==> src/rtl/defl_permuter.sv <==
module defl_permuter #(
  parameter int SEQ_W = 4,
  parameter int DATA_W = 16,
  parameter logic [15:0] SEED = 16'hACE1
) (
  input  logic                clk,
  input  logic                rst_n,
  input  logic [3:0]          in_valid,
  input  logic [7:0]          in_pref,
  input  logic [3:0]          in_golden,
  input  logic [4*SEQ_W-1:0]  in_seq,
  input  logic [4*DATA_W-1:0] in_data,
  output logic [3:0]          out_valid,
  output logic [7:0]          out_pref,
  output logic [3:0]          out_golden,
  output logic [3:0]          out_silver,
  output logic [4*SEQ_W-1:0]  out_seq,
  output logic [4*DATA_W-1:0] out_data,
  output logic [3:0]          out_defl
);

  typedef struct packed {
    logic              v;
    logic [1:0]        pref;
    logic              g;
    logic              s;
    logic [SEQ_W-1:0]  seq;
    logic [DATA_W-1:0] d;
  } flit_t;

  typedef struct packed {
    flit_t hi;
    flit_t lo;
  } pair_t;

  logic [15:0] lfsr;
  logic [3:0]  silver;
  flit_t       fin [4];
  flit_t       fo  [4];
  pair_t       x0, x1, y0, y1;

  function automatic pair_t steer(flit_t a, flit_t b, logic bsel, logic coin);
    logic  a_first;
    flit_t w, l;
    pair_t r;
    if (!b.v)            a_first = 1'b1;
    else if (!a.v)       a_first = 1'b0;
    else if (a.g != b.g) a_first = a.g;
    else if (a.g)        a_first = (a.seq <= b.seq);
    else if (a.s != b.s) a_first = a.s;
    else                 a_first = coin;
    w = a_first ? a : b;
    l = a_first ? b : a;
    if (w.pref[bsel]) begin
      r.hi = w;
      r.lo = l;
    end else begin
      r.hi = l;
      r.lo = w;
    end
    return r;
  endfunction

  always_ff @(posedge clk or negedge rst_n)
    if (!rst_n) lfsr <= SEED;
    else        lfsr <= {lfsr[14:0], lfsr[15] ^ lfsr[13] ^ lfsr[12] ^ lfsr[10]};

  always_comb begin
    logic       found;
    logic [1:0] j;
    silver = '0;
    found  = 1'b0;
    for (int i = 0; i < 4; i++) begin
      j = lfsr[1:0] + 2'(i);
      if (!found && in_valid[j]) begin
        silver[j] = 1'b1;
        found     = 1'b1;
      end
    end
  end

  always_comb
    for (int i = 0; i < 4; i++) begin
      fin[i] = '0;
      if (in_valid[i]) begin
        fin[i].v    = 1'b1;
        fin[i].pref = in_pref[2*i +: 2];
        fin[i].g    = in_golden[i];
        fin[i].s    = silver[i];
        fin[i].seq  = in_seq[SEQ_W*i +: SEQ_W];
        fin[i].d    = in_data[DATA_W*i +: DATA_W];
      end
    end

  assign x0 = steer(fin[0], fin[1], 1'b1, lfsr[2]);
  assign x1 = steer(fin[2], fin[3], 1'b1, lfsr[3]);
  assign y0 = steer(x0.lo, x1.lo, 1'b0, lfsr[4]);
  assign y1 = steer(x0.hi, x1.hi, 1'b0, lfsr[5]);

  assign fo[0] = y0.lo;
  assign fo[1] = y0.hi;
  assign fo[2] = y1.lo;
  assign fo[3] = y1.hi;

  always_comb
    for (int o = 0; o < 4; o++) begin
      out_valid[o]                 = fo[o].v;
      out_pref[2*o +: 2]           = fo[o].pref;
      out_golden[o]                = fo[o].g;
      out_silver[o]                = fo[o].s;
      out_seq[SEQ_W*o +: SEQ_W]    = fo[o].seq;
      out_data[DATA_W*o +: DATA_W] = fo[o].d;
      out_defl[o]                  = fo[o].v && (fo[o].pref != 2'(o));
    end

endmodule


==> config.mk <==
export PLATFORM = sky130hd
export DESIGN_NAME = defl_permuter
export DESIGN_NICKNAME = d
export VERILOG_FILES = /design/src/rtl/defl_permuter.sv
export SDC_FILE = /design/constraint.sdc
export NUM_CORES = 1
export LEC_CHECK = 0
export BUFFER_PORTS_ARGS = -buffer_cell sky130_fd_sc_hd__buf_2
export CORE_MARGIN = 8
export CORE_UTILIZATION = 45
export CTS_CLUSTER_DIAMETER = 60
export CTS_CLUSTER_SIZE = 20
export DETAILED_ROUTE_END_ITERATION = 10
export GPL_ROUTABILITY_DRIVEN = 0
export PLACE_DENSITY = 0.85
export SLEW_MARGIN = 15
export SYNTH_ARGS = -nofsm -noshare
export SYNTH_HDL_FRONTEND = slang
export SYNTH_SLANG_ARGS = --single-unit
==> constraint.sdc <==
create_clock -name clk -period 9.1 [get_ports clk]
set_input_delay 1.365 -clock clk [delete_from_list [all_inputs] [get_ports clk]]
set_output_delay 1.365 -clock clk [all_outputs]
set_load 0.02 [all_outputs]
Yosys cells after proc, flatten, opt, wreduce, memory -nomap -nowiden:

Index checks and enable logic that the tools add are counted.

* output and inout bits: 104
* input port bits: 98
* flip-flop bits (word level): 16

* $add $sub $neg: 3
* mux-type cells: 59
* magnitude comparators: 12
* bitwise gates (word level): 6
* reduce and logical (&&, ||, !) cells: 15
* equal/unequal tests: 11

Operators by type and width (number)
* 25-bit 2-to-1 mux: 12
* 50-bit 2-to-1 mux: 4
* 1-bit 2-to-1 mux: 31
* 4-bit less-or-equal comparator: 4
* 4-bit 2-to-1 mux: 4
* 2-bit by 3-bit less-than comparator with 1-bit output, second input constant: 4
* 4-bit OR: 3
* 1-bit logical AND: 11
* 1-bit binary-select mux with 2-bit select: 4
* 1-bit demux with 2-bit select: 4
* 2-bit by 1-bit >= comparator with 1-bit output, second input constant: 4
* 1-bit inequality test: 8
* 2-bit adder, second input constant: 2
* 2-bit inequality test, second input constant: 2
* 1-bit logical NOT: 3
* 1-bit bitwise XOR: 3
* 2-bit by 1-bit adder with 2-bit output, second input constant: 1
* 2-bit by 1-bit inequality test with 1-bit output, second input constant: 1
* 2-bit nonzero test: 1

Depth between registers and ports, before layout:

Gate-level depths: netlist of run 1.

* word-level depth: 31
* mapped depth: 31
* depth with buffers taken out: 23

Least setup slack after synthesis of run 1:

Ideal clock, no wire load.

* path type: input port to output port
* start: in in_valid[1]
* end: out out_data[37]
* stages on the path: 28
* slack: 0.824 ns
* arrival: 6.911 ns
* path through: clkbuf_1 -> clkbuf_1 -> clkbuf_1 -> clkbuf_1 -> nand2_1 -> ha_1 -> o21ai_0 -> a21oi_1 -> o31ai_1 -> o21ai_1 -> nor2_1 -> nor2_1 -> clkbuf_1 -> a22o_1 -> a22oi_1 -> inv_1 -> ha_1 -> nor2b_1 -> o21ai_0 -> nand2b_1 -> a21oi_1 -> a2111oi_0 -> nand2_1 -> o211ai_4 -> mux2i_1 -> buf_2 -> buf_6 -> mux2i_1

* longest elaborated chain between the ends: 29
* elaborated cells between the ends (all ways): 59
* those cells by class: order compare: 2; eq/ne: 5; mux: 43; bitwise: 3; reduce/logical: 6

RTL lines
* start, declared: line 8 `input logic [3:0] in_valid,`
* parallel branches: the longest is 28 deep, another holds 4-bit 2-to-1 mux
* 50-bit 2-to-1 mux (*): line 54 `if (w.pref[bsel]) begin`
* end, declared: line 18 `output logic [4*DATA_W-1:0] out_data,`

Mark *: on every way between the ends. The select of a mux whose other input is x is not followed.

Worst setup path after layout of run 1:

* start: in in_valid[2]
* end: out out_data[19]

* longest elaborated chain between the ends: 29
* elaborated cells between the ends (all ways): 59
* those cells by class: order compare: 2; eq/ne: 5; mux: 43; bitwise: 3; reduce/logical: 6

RTL lines (line)
* parallel branches: the longest is 28 deep, another holds 4-bit 2-to-1 mux
* 50-bit 2-to-1 mux (*): 54

Marks and branches as above.

==> impl_metrics.csv, run 1 <==
group,metric,value,unit
run_status,outcome,"finished, final reports clean",
finish,regMostFlops,"lfsr",
yosys,yosysUniqueCellTypes,70,
finish,top_regs,"lfsr (16)",
power_and_ir_drop,pwr-share-comb,78.0,%
drt,wl_met1,8770,µm
cts,clk_pin_slew,50,ps
yosys,yosysTopAreaCell,"mux2i_1",
cts,cts.sinks,16,
yosys,netlist.area_leader.share,17.9,%
power_and_ir_drop,swShare,53.1,%
critical_path,critPathMaxStageDelay,650,ps
placement,port_buffers,201,
yosys,synth_flop_cell,"dfstp_2",
yosys,ys_async_sr_fraction,100,%
grt,antenna_found_initial,0,
sta,grt_setup_unrepaired,"false",
drt,dr_total_vias,6777,
yosys,ys_warn_count,0,
drt,wl_per_cell,21.2,µm
run,drv_cap,0,
min_path,hold_class,"reg2reg",
critical_path,setup.worst_path.start,"in_valid[2]",
cts,cts_made_buffers,3,
grt,grt_pass1_vias,5893,
critical_path,r2r_start,"lfsr[10]",
yosys,syn_area_per_cell,7.34,µm²
yosys,synth_edf_count,0,
yosys,yosysMostFrequentCell,"nand2_1",
grt,track_usage,25.0,%
power_and_ir_drop,p_seq_share,9.7,%
power_and_ir_drop,vdd_drop_max,0.107,mV
cts,cts_tree,"yes",
sta,finalCriticalPeriod,8650,ps
drt,highest_layer,"met4",
finish,largest_reg_flops,16,
power_and_ir_drop,power_density,115,nW/µm²
sta,slew_viol_final,0,
yosys,syn_area,5320,µm²
sta,hold_violations,0,
sta,worst_pin_slew,835,ps
cts,h-tree-depth,1,
grt,grt_pass1_wl,32700,µm
yosys,synth.top_cells.by_area,"mux2i_1 18%, nand2_1 9.0%, a32oi_1 8.9%, o21ai_0 6.0%, ha_1 5.6%",
drt,drtIter0Drc,775,
cts,cts_root_buf,"clkbuf_16",
drt,wl_met2,9820,µm
floorplanning,die_area,15600,µm²
critical_path,crit_path_end_kind,"primary output",
sta,finalCritPeriodShare,95.0,%
power_and_ir_drop,p_clk_share,12.4,%
yosys,ys_seq_area_share,7.71,%
sta,max_freq,0.116,GHz
critical_path,worstPathArrival,7280,ps
critical_path,critPathSlowestCell,"mux4_2",
grt,grt_overflow_total,0,
drt,antenna_left,0,
floorplanning,die_w,125,µm
power_and_ir_drop,p_sw,0.392,mW
placement,dpl_worst_slack,406,ps
sta,relSlewSlack,44.0,%
min_path,holdPathStages,0,
critical_path,crit_type,"in2out",
drt,met3_wirelength,2390,µm
finish,syn_to_final_growth,20.6,%
critical_path,worst-r2r-cell-count,2,
sta,setup-violations-final,0,
floorplanning,core_area,11500,µm²
power_and_ir_drop,p_int,0.346,mW
cts,clockBufferDepth,2,
drt,avgViaCountPerCell,6.64,
min_path,hp-start,"lfsr[14]",
yosys,synth_nets,847,
cts,clock_latency,240,ps
drt,dr.pass1.iters,7,
yosys,ys_top_cells_by_count,"128 x nand2_1, 95 x mux2i_1, 64 x o21ai_0",
finish,n_antenna_cell,0,
grt,grt_max_degree,68,
critical_path,startpoint_type,"input port",
finish,final_net_count,1001,
sta,setup_ws,452,ps
power_and_ir_drop,leakagePower,3.09,nW
drt,drt-total-wl,21700,µm
floorplanning,num_rows,39,
finish,drive_gt1_share,29.8,%
sta,clock_skew,1.20,ps
yosys,synthCells,725,
critical_path,critical_path_required,7740,ps
critical_path,path_max_fanout,38,
drt,drcViolationCount,0,
critical_path,crit_chain,"buf_2 > mux4_2 > nor4b_4 > and3_1 > a31oi_2 > a22oi_1 > a31oi_2 > inv_2 > o21ai_1 > a32o_1 > a22oi_1 > inv_1 > ha_1 > nor2b_1 > o21ai_0 > nand2b_1 > a21oi_1 > nor3_1 > o21ai_0 > a21o_1 > mux2i_4 > buf_12 > mux2i_1 > buf_2",
floorplanning,die_h,125,µm
yosys,yosys_register_bits,16,
floorplanning,pin_count,202,
sta,fin_setup_tns,0,ps
floorplanning,start_util,46.4,%
placement,hpwlAfterDp,17200,µm
==> final timing paths <==
path                            slack, ps            to
worst min-delay path                  350      lfsr[15]
worst max register to register       8170       lfsr[0]
worst max-delay path                  450  out_data[19]
min in group asynchronous            1020      lfsr[14]
worst min register to register        350      lfsr[15]
max in group asynchronous            7800      lfsr[10]
==> power by group through the flow <==
| stage | sequential (mW) | combinational [mW] | clock, mW |
|---|---|---|---|
| after floorplan | 0.0725 | 0.399 | 0 |
| after global placement | 0.0725 | 0.555 | 0 |
| after detailed placement | 0.0725 | 0.561 | 0 |
| after CTS | 0.0715 | 0.563 | 0.0925 |
| after global routing | 0.0714 | 0.608 | 0.0949 |
| final | 0.0715 | 0.575 | 0.0911 |
==> per-layer routing <==
metal / up-vias / global-route usage, %
met5: - / 0
met2: 492 / 39.7
met1: 3104 / 33.8
met3: 67 / 3.96
met4: 0 / 7.30
li1: 3114 / -
==> placed cells by master, fill, tap and decap left out, types with 3 or more instances in the layout <==
master     count
buf_2        201
nand2_1      128
mux2i_1       93
o21ai_0       64
a32oi_1       54
nor2_1        29
ha_1          24
a32o_1        23
a21oi_1       22
inv_1         18
a2bb2oi_1     18
a22oi_1       17
buf_4         17
and2_1        15
nand3_1        9
nand2b_1       8
dfstp_2        8
dfrtp_1        8
a22o_1         7
a31oi_1        7
nor2b_1        6
o22ai_1        6
o21a_1         5
nand4_1        5
o21ai_1        5
a21o_1         5
mux4_2         4
and3_1         3
o211ai_1       3
o211a_1        3
nor3_1         3
a31o_2         3
mux2i_4        3
clkbuf_16      3
==> final cells by class <==
class / count / area (µm²)
Fill cell: 1045 / 5050
Multi-Input combinational cell: 618 / 4490
Timing Repair Buffer: 220 / 1170
Sequential cell: 16 / 410
Tap cell: 143 / 179
Clock buffer: 4 / 88.8
Inverter: 19 / 71.3
Timing Repair inverter: 1 / 5.00
==> cell families after synthesis <==
logic type	Yosys count	share of synthesized area, %
XOR/XNOR	3	0.494
flip-flops	16	7.71
adder cells (fa/ha/maj)	26	6.04
AO/OA/AOI/OAI	273	38.7
multiplexers	102	20.4
buffers and inverters	91	8.70
AND/OR/NAND/NOR	214	18.0
==> per-stage QoR <==
step                area, µm²  hold slack, ps  utilization (%)  cells  power (mW)
floorplan                5320             331                -    725       0.471
global placement         6300             335             54.9   1015       0.628
detailed placement       6300             353             54.9   1015       0.634
CTS                      6390             357             55.7   1019       0.727
global route             6420             361             56.0   1021       0.774
finish                   6420             354             56.0   1021       0.737
==> critical path, delay by kind of cell <==
family / cells / cell delay (ps)
adder cells (fa/ha/maj): 1 / 290
AO/OA/AOI/OAI: 10 / 2130
buffers and inverters: 5 / 1110
AND/OR/NAND/NOR: 5 / 1010
multiplexers: 3 / 1360
==> repair_timing <==
item                       in CTS  in global routing
setup endpoints to repair       0                 34
gates resized for setup         0                  3
setup buffers                   0                  1
hold buffers                    0                  0
Power figures use the tool's default switching activity.
==> run 2: changes to the inputs <==
--- a/config.mk
+++ b/config.mk
@@ -6,13 +6,15 @@
 export NUM_CORES = 1
 export LEC_CHECK = 0
 export BUFFER_PORTS_ARGS = -buffer_cell sky130_fd_sc_hd__buf_2
+export CELL_PAD_IN_SITES_DETAIL_PLACEMENT = 1
+export CELL_PAD_IN_SITES_GLOBAL_PLACEMENT = 1
 export CORE_MARGIN = 8
-export CORE_UTILIZATION = 45
+export CORE_UTILIZATION = 30
 export CTS_CLUSTER_DIAMETER = 60
 export CTS_CLUSTER_SIZE = 20
 export DETAILED_ROUTE_END_ITERATION = 10
 export GPL_ROUTABILITY_DRIVEN = 0
-export PLACE_DENSITY = 0.85
+export PLACE_DENSITY = 0.83
 export SLEW_MARGIN = 15
 export SYNTH_ARGS = -nofsm -noshare
 export SYNTH_HDL_FRONTEND = slang
==> impl_metrics.csv, run 2 (synthesized netlist as in run 1, its figures left out) <==
group,metric,value,unit
critical_path,r2r_end,"lfsr[0]",
sta,worst_pin_slew,912,ps
critical_path,rrSetupSlack,8170,ps
finish,final_cell_mix,"201 x buf_2, 128 x nand2_1, 93 x mux2i_1, 64 x o21ai_0, 54 x a32oi_1",
drt,drt-total-wl,25900,µm
finish,drive_gt1_share,30.9,%
grt,track_usage,21.8,%
drt,avgViaCountPerCell,6.11,
sta,setup-violations-final,0,
min_path,hp-start,"lfsr[8]",
cts,hold_buffers,0,
cts,clock_latency,240,ps
critical_path,r2r_start,"lfsr[10]",
critical_path,crit_path_end_kind,"primary output",
power_and_ir_drop,leakagePower,3.18,nW
cts,cts.sinks,16,
drt,drcViolationCount,0,
drt,drtIter0Drc,673,
sta,clock_skew,5.73,ps
sta,fin_setup_tns,0,ps
critical_path,setup.worst_path.start,"in_valid[2]",
cts,cts_root_buf,"clkbuf_16",
sta,relSlewSlack,38.8,%
floorplanning,pin_count,202,
run_status,outcome,"finished, final reports clean",
drt,dr_total_vias,6855,
critical_path,critical_path_required,7740,ps
finish,multi_input_area,4490,µm²
critical_path,worst-r2r-cell-count,2,
run,drv_cap,0,
finish,largest_reg_flops,16,
finish,final_net_count,1017,
sta,max_freq,0.117,GHz
finish,syn_to_final_growth,25.6,%
cts,clockBufferDepth,2,
sta,finalCritPeriodShare,94.0,%
min_path,hold_class,"reg2reg",
sta,hold_violations,0,
floorplanning,num_rows,48,
sta,slew_viol_final,0,
grt,grt_pass1_vias,6741,
finish,n_fill_cell,2194,
grt,grt_overflow_total,0,
placement,hpwlAfterDp,20900,µm
floorplanning,die_area,22300,µm²
placement,dpl_worst_slack,284,ps
cts,cts_made_buffers,3,
cts,clk_pin_slew,40,ps
floorplanning,die_w,149,µm
floorplanning,start_util,30.8,%
power_and_ir_drop,power_density,115,nW/µm²
floorplanning,die_h,149,µm
finish,instances_no_fill,1122,
power_and_ir_drop,vdd_drop_max,0.0552,mV
floorplanning,core_area,17300,µm²
critical_path,worstPathArrival,7190,ps
grt,antenna_found_initial,2,
placement,placed_cells,1106,
finish,regMostFlops,"lfsr",
critical_path,worstSetupEndpoint,"out_data[61]",
finish,utilization,38.7,%
sta,finalCriticalPeriod,8550,ps
grt,grt_pass1_wl,38900,µm
finish,top_regs,"lfsr (16)",
placement,port_buffers,201,
drt,antenna_left,0,
sta,grt_setup_unrepaired,"false",
critical_path,path_max_fanout,27,
finish,layout_commonest_cell,"buf_2",
finish,regArea,410,µm²
sta,setup_ws,549,ps
drt,dr.pass1.iters,7,
critical_path,crit_type,"in2out",
drt,wl_per_cell,23.1,µm
cts,h-tree-depth,1,
grt,grt_max_degree,79,
cts,cts_tree,"yes",
critical_path,startpoint_type,"input port",
-- run 2: cell types whose count changed in the layout (fill, tap and decap cells not counted) --
cell,before,now
buf_4,17,30
buf_12,2,6
diode_2,0,3
clkbuf_1,0,1
clkbuf_8,1,0
clkinvlp_2,1,0
o21ai_1,5,6
o21ai_2,1,0
-- run 2: worst max-delay path: stages --
cell,delay (ps)
buf_2,210
mux4_2,630
nor4b_4,500
a32oi_1,140
o211ai_1,270
nand4_1,210
a31oi_2,350
nor2_1,170
a22o_1,200
a22oi_1,480
inv_1,100
ha_1,310
nor2b_1,130
o21ai_0,80
nand2b_1,80
a21oi_1,60
a2111oi_0,370
nand2_1,170
o211ai_4,180
mux2i_4,310
buf_12,160
buf_12,210
mux2i_1,250
buf_2,210
-- run 2: stage by stage --
stage	total power, mW	instance area (µm²)	hold WS (ps)
2_1_floorplan	0.471	5320	331
3_3_place_gp	0.653	6500	334
3_5_place_dp	0.665	6500	337
4_1_cts	0.752	6580	349
5_1_grt	0.815	6680	352
6_report	0.772	6690	346
-- run 2: report_power, final --
| part | internal [mW] | total, mW | switching, mW | leakage [nW] |
|---|---|---|---|---|
| clock network | 0.0592 | 0.0841 | 0.0250 | 0.0382 |
| registers | 0.0715 | 0.0715 | 0 | 0.194 |
| logic | 0.229 | 0.617 | 0.387 | 2.95 |
| total | 0.360 | 0.772 | 0.412 | 3.18 |
-- run 2: per-layer routing --
layer / GRT usage, % / vias up / routed length (µm)
li1: - / 3145 / -
met2: 34.3 / 309 / 11800
met1: 29.2 / 3330 / 11300
met5: 0 / - / 0
met4: 9.24 / 0 / 1040
met3: 2.82 / 71 / 1720
-- run 2: worst min-delay path by stage --
stage	end	slack, ps	cells after the start
2_1_floorplan	lfsr[9]	330	0
3_3_place_gp	lfsr[9]	330	0
3_5_place_dp	lfsr[9]	340	0
4_1_cts	lfsr[9]	350	0
5_1_grt	lfsr[9]	350	0
6_report	lfsr[9]	350	0
-- run 2: area by class of cell --
cell class | instances | area share [%]
repair buffers | 237 | 20.2
clock buffers | 4 | 1.18
multi-input cells | 618 | 67.1
flip-flops and latches | 16 | 6.14
inverters | 19 | 1.07
diodes | 3 | 0.112
well taps | 225 | 4.21
-- run 2: what timing repair did --
action	in CTS	in global routing
setup buffers	0	9
resized for setup	0	2
setup endpoints to repair	0	81
endpoints found under the hold margin	0	0
==> run 3: changes to the inputs <==
--- a/config.mk
+++ b/config.mk
@@ -15,6 +15,7 @@
 export DETAILED_ROUTE_END_ITERATION = 10
 export GPL_ROUTABILITY_DRIVEN = 0
 export PLACE_DENSITY = 0.83
+export REMOVE_ABC_BUFFERS = 1
 export SLEW_MARGIN = 15
 export SYNTH_ARGS = -nofsm -noshare
 export SYNTH_HDL_FRONTEND = slang
==> impl_metrics.csv, run 3 (synthesized netlist as in run 1, its figures left out) <==
group,metric,value,unit
run_status,outcome,"finished, final reports clean",
grt,grt_overflow_total,0,
finish,drive_gt1_share,30.7,%
grt,grt_pass1_vias,6677,
cts,post_cts_buffers,0,
placement,port_buffers,201,
cts,clk_pin_slew,50,ps
finish,finalInstanceArea,6580,µm²
sta,finalCritPeriodShare,96.7,%
critical_path,crit_path_end_kind,"primary output",
critical_path,path_common_cell,"buf_2",
sta,hold_violations,0,
sta,setup-violations-final,0,
run,drv_cap,0,
finish,regMostFlops,"lfsr",
drt,dr_total_vias,6805,
drt,wl_per_cell,22.1,µm
grt,grt_max_degree,58,
min_path,hold_class,"reg2reg",
power_and_ir_drop,vdd_drop_max,0.0494,mV
floorplanning,pin_count,202,
sta,finalCriticalPeriod,8800,ps
drt,drt-total-wl,24500,µm
sta,slew_viol_final,0,
critical_path,crit_type,"in2out",
drt,drcViolationCount,0,
placement,placed_cells,1107,
sta,clock_skew,2.28,ps
floorplanning,die_w,149,µm
critical_path,critical-path-top-delay-family,"compound AO/OA/AOI/OAI gates",
cts,clockBufferDepth,2,
finish,final_cell_mix,"201 x buf_2, 128 x nand2_1, 93 x mux2i_1, 64 x o21ai_0, 54 x a32oi_1",
drt,avgViaCountPerCell,6.12,
critical_path,critPathMaxStageDelay,670,ps
critical_path,cp_num_buf_inv,4,
placement,hpwlAfterDp,19600,µm
finish,instances_no_fill,1112,
critical_path,startpoint_type,"input port",
floorplanning,start_util,30.8,%
floorplanning,die_h,149,µm
finish,final_net_count,1009,
drt,drtIter0Drc,575,
finish,layout_commonest_cell,"buf_2",
critical_path,crit_chain,"buf_2 > mux4_2 > nor4b_4 > and3_1 > a311oi_2 > o21a_1 > a211oi_1 > nor2_2 > a32oi_1 > nor2_1 > a31oi_1 > inv_1 > ha_1 > nor2b_1 > o21ai_0 > nand2b_1 > a21oi_1 > a2111oi_1 > nand2_1 > o211ai_4 > mux2i_4 > buf_6 > mux2i_1 > buf_2",
sta,grt_setup_unrepaired,"false",
floorplanning,core_area,17300,µm²
power_and_ir_drop,leakagePower,3.13,nW
sta,worst_pin_slew,847,ps
finish,syn_to_final_growth,23.6,%
sta,relSlewSlack,43.2,%
drt,antenna_left,0,
finish,utilization,38.0,%
grt,grt_pass1_wl,36900,µm
placement,placed_area,6470,µm²
grt,track_usage,20.3,%
cts,cts_tree,"yes",
cts,clock_latency,240,ps
power_and_ir_drop,power_density,113,nW/µm²
sta,max_freq,0.114,GHz
critical_path,critPathSlowestCell,"mux4_2",
cts,cts_made_buffers,3,
floorplanning,num_rows,48,
critical_path,critical_path_required,7740,ps
cts,cts_root_buf,"clkbuf_16",
cts,h-tree-depth,1,
finish,largest_reg_flops,16,
critical_path,worstPathArrival,7430,ps
floorplanning,die_area,22300,µm²
critical_path,path_max_fanout,34,
grt,antenna_found_initial,1,
finish,top_regs,"lfsr (16)",
drt,dr.pass1.iters,5,
cts,cts.sinks,16,
-- run 3: layer usage --
metal	global-route usage, %	up-vias	part of all wire [%]
met5	0	-	0
met4	7.12	0	2.5
met3	2.70	49	6.7
met2	36.1	280	51
met1	24.5	3353	40
li1	-	3123	-
-- run 3: timing repair --
item	in CTS	in global routing
gates resized for setup	0	3
setup endpoints to repair	0	34
hold endpoints to repair	0	0
hold buffers	0	0
-- run 3: final cells by class --
type	instances	area, µm²
fillers	2220	10700
multi-input cells	618	4500
well taps	225	282
diodes	1	2.50
clock buffers	4	88.8
inverters	19	71.3
flip-flops and latches	16	410
repair buffers	229	1220
-- run 3: worst paths after layout --
check | start | to | slack [ps] | depth (start not counted)
min in group asynchronous | rst_n | lfsr[9] | 1010 | 1
max reg2reg | lfsr[10] | lfsr[0] | 8180 | 2
min | lfsr[8] | lfsr[9] | 360 | 0
max in group asynchronous | rst_n | lfsr[7] | 7800 | 1
min reg2reg | lfsr[8] | lfsr[9] | 360 | 0
max | in_valid[0] | out_data[59] | 300 | 24
-- run 3: worst reg2reg max path: cells and delay by family (launching register included) --
kind,cells,cell delay [ps]
flip-flops,1,530
XOR/XNOR,2,320
-- run 3: where the power goes --
group	switching [mW]	leakage (nW)	internal, mW
logic	0.373	2.89	0.209
clock network	0.0248	0.0442	0.0665
registers	0	0.194	0.0715
-- run 3: through the flow --
step	setup TNS (ps)	hold WS, ps	setup WS [ps]	power (mW)
after detailed placement	0	346	177	0.649
after global routing	0	368	61.7	0.789
after global placement	0	341	423	0.637
final	0	358	303	0.745
after floorplan	-163480	331	-1890	0.445
after CTS	0	363	190	0.743
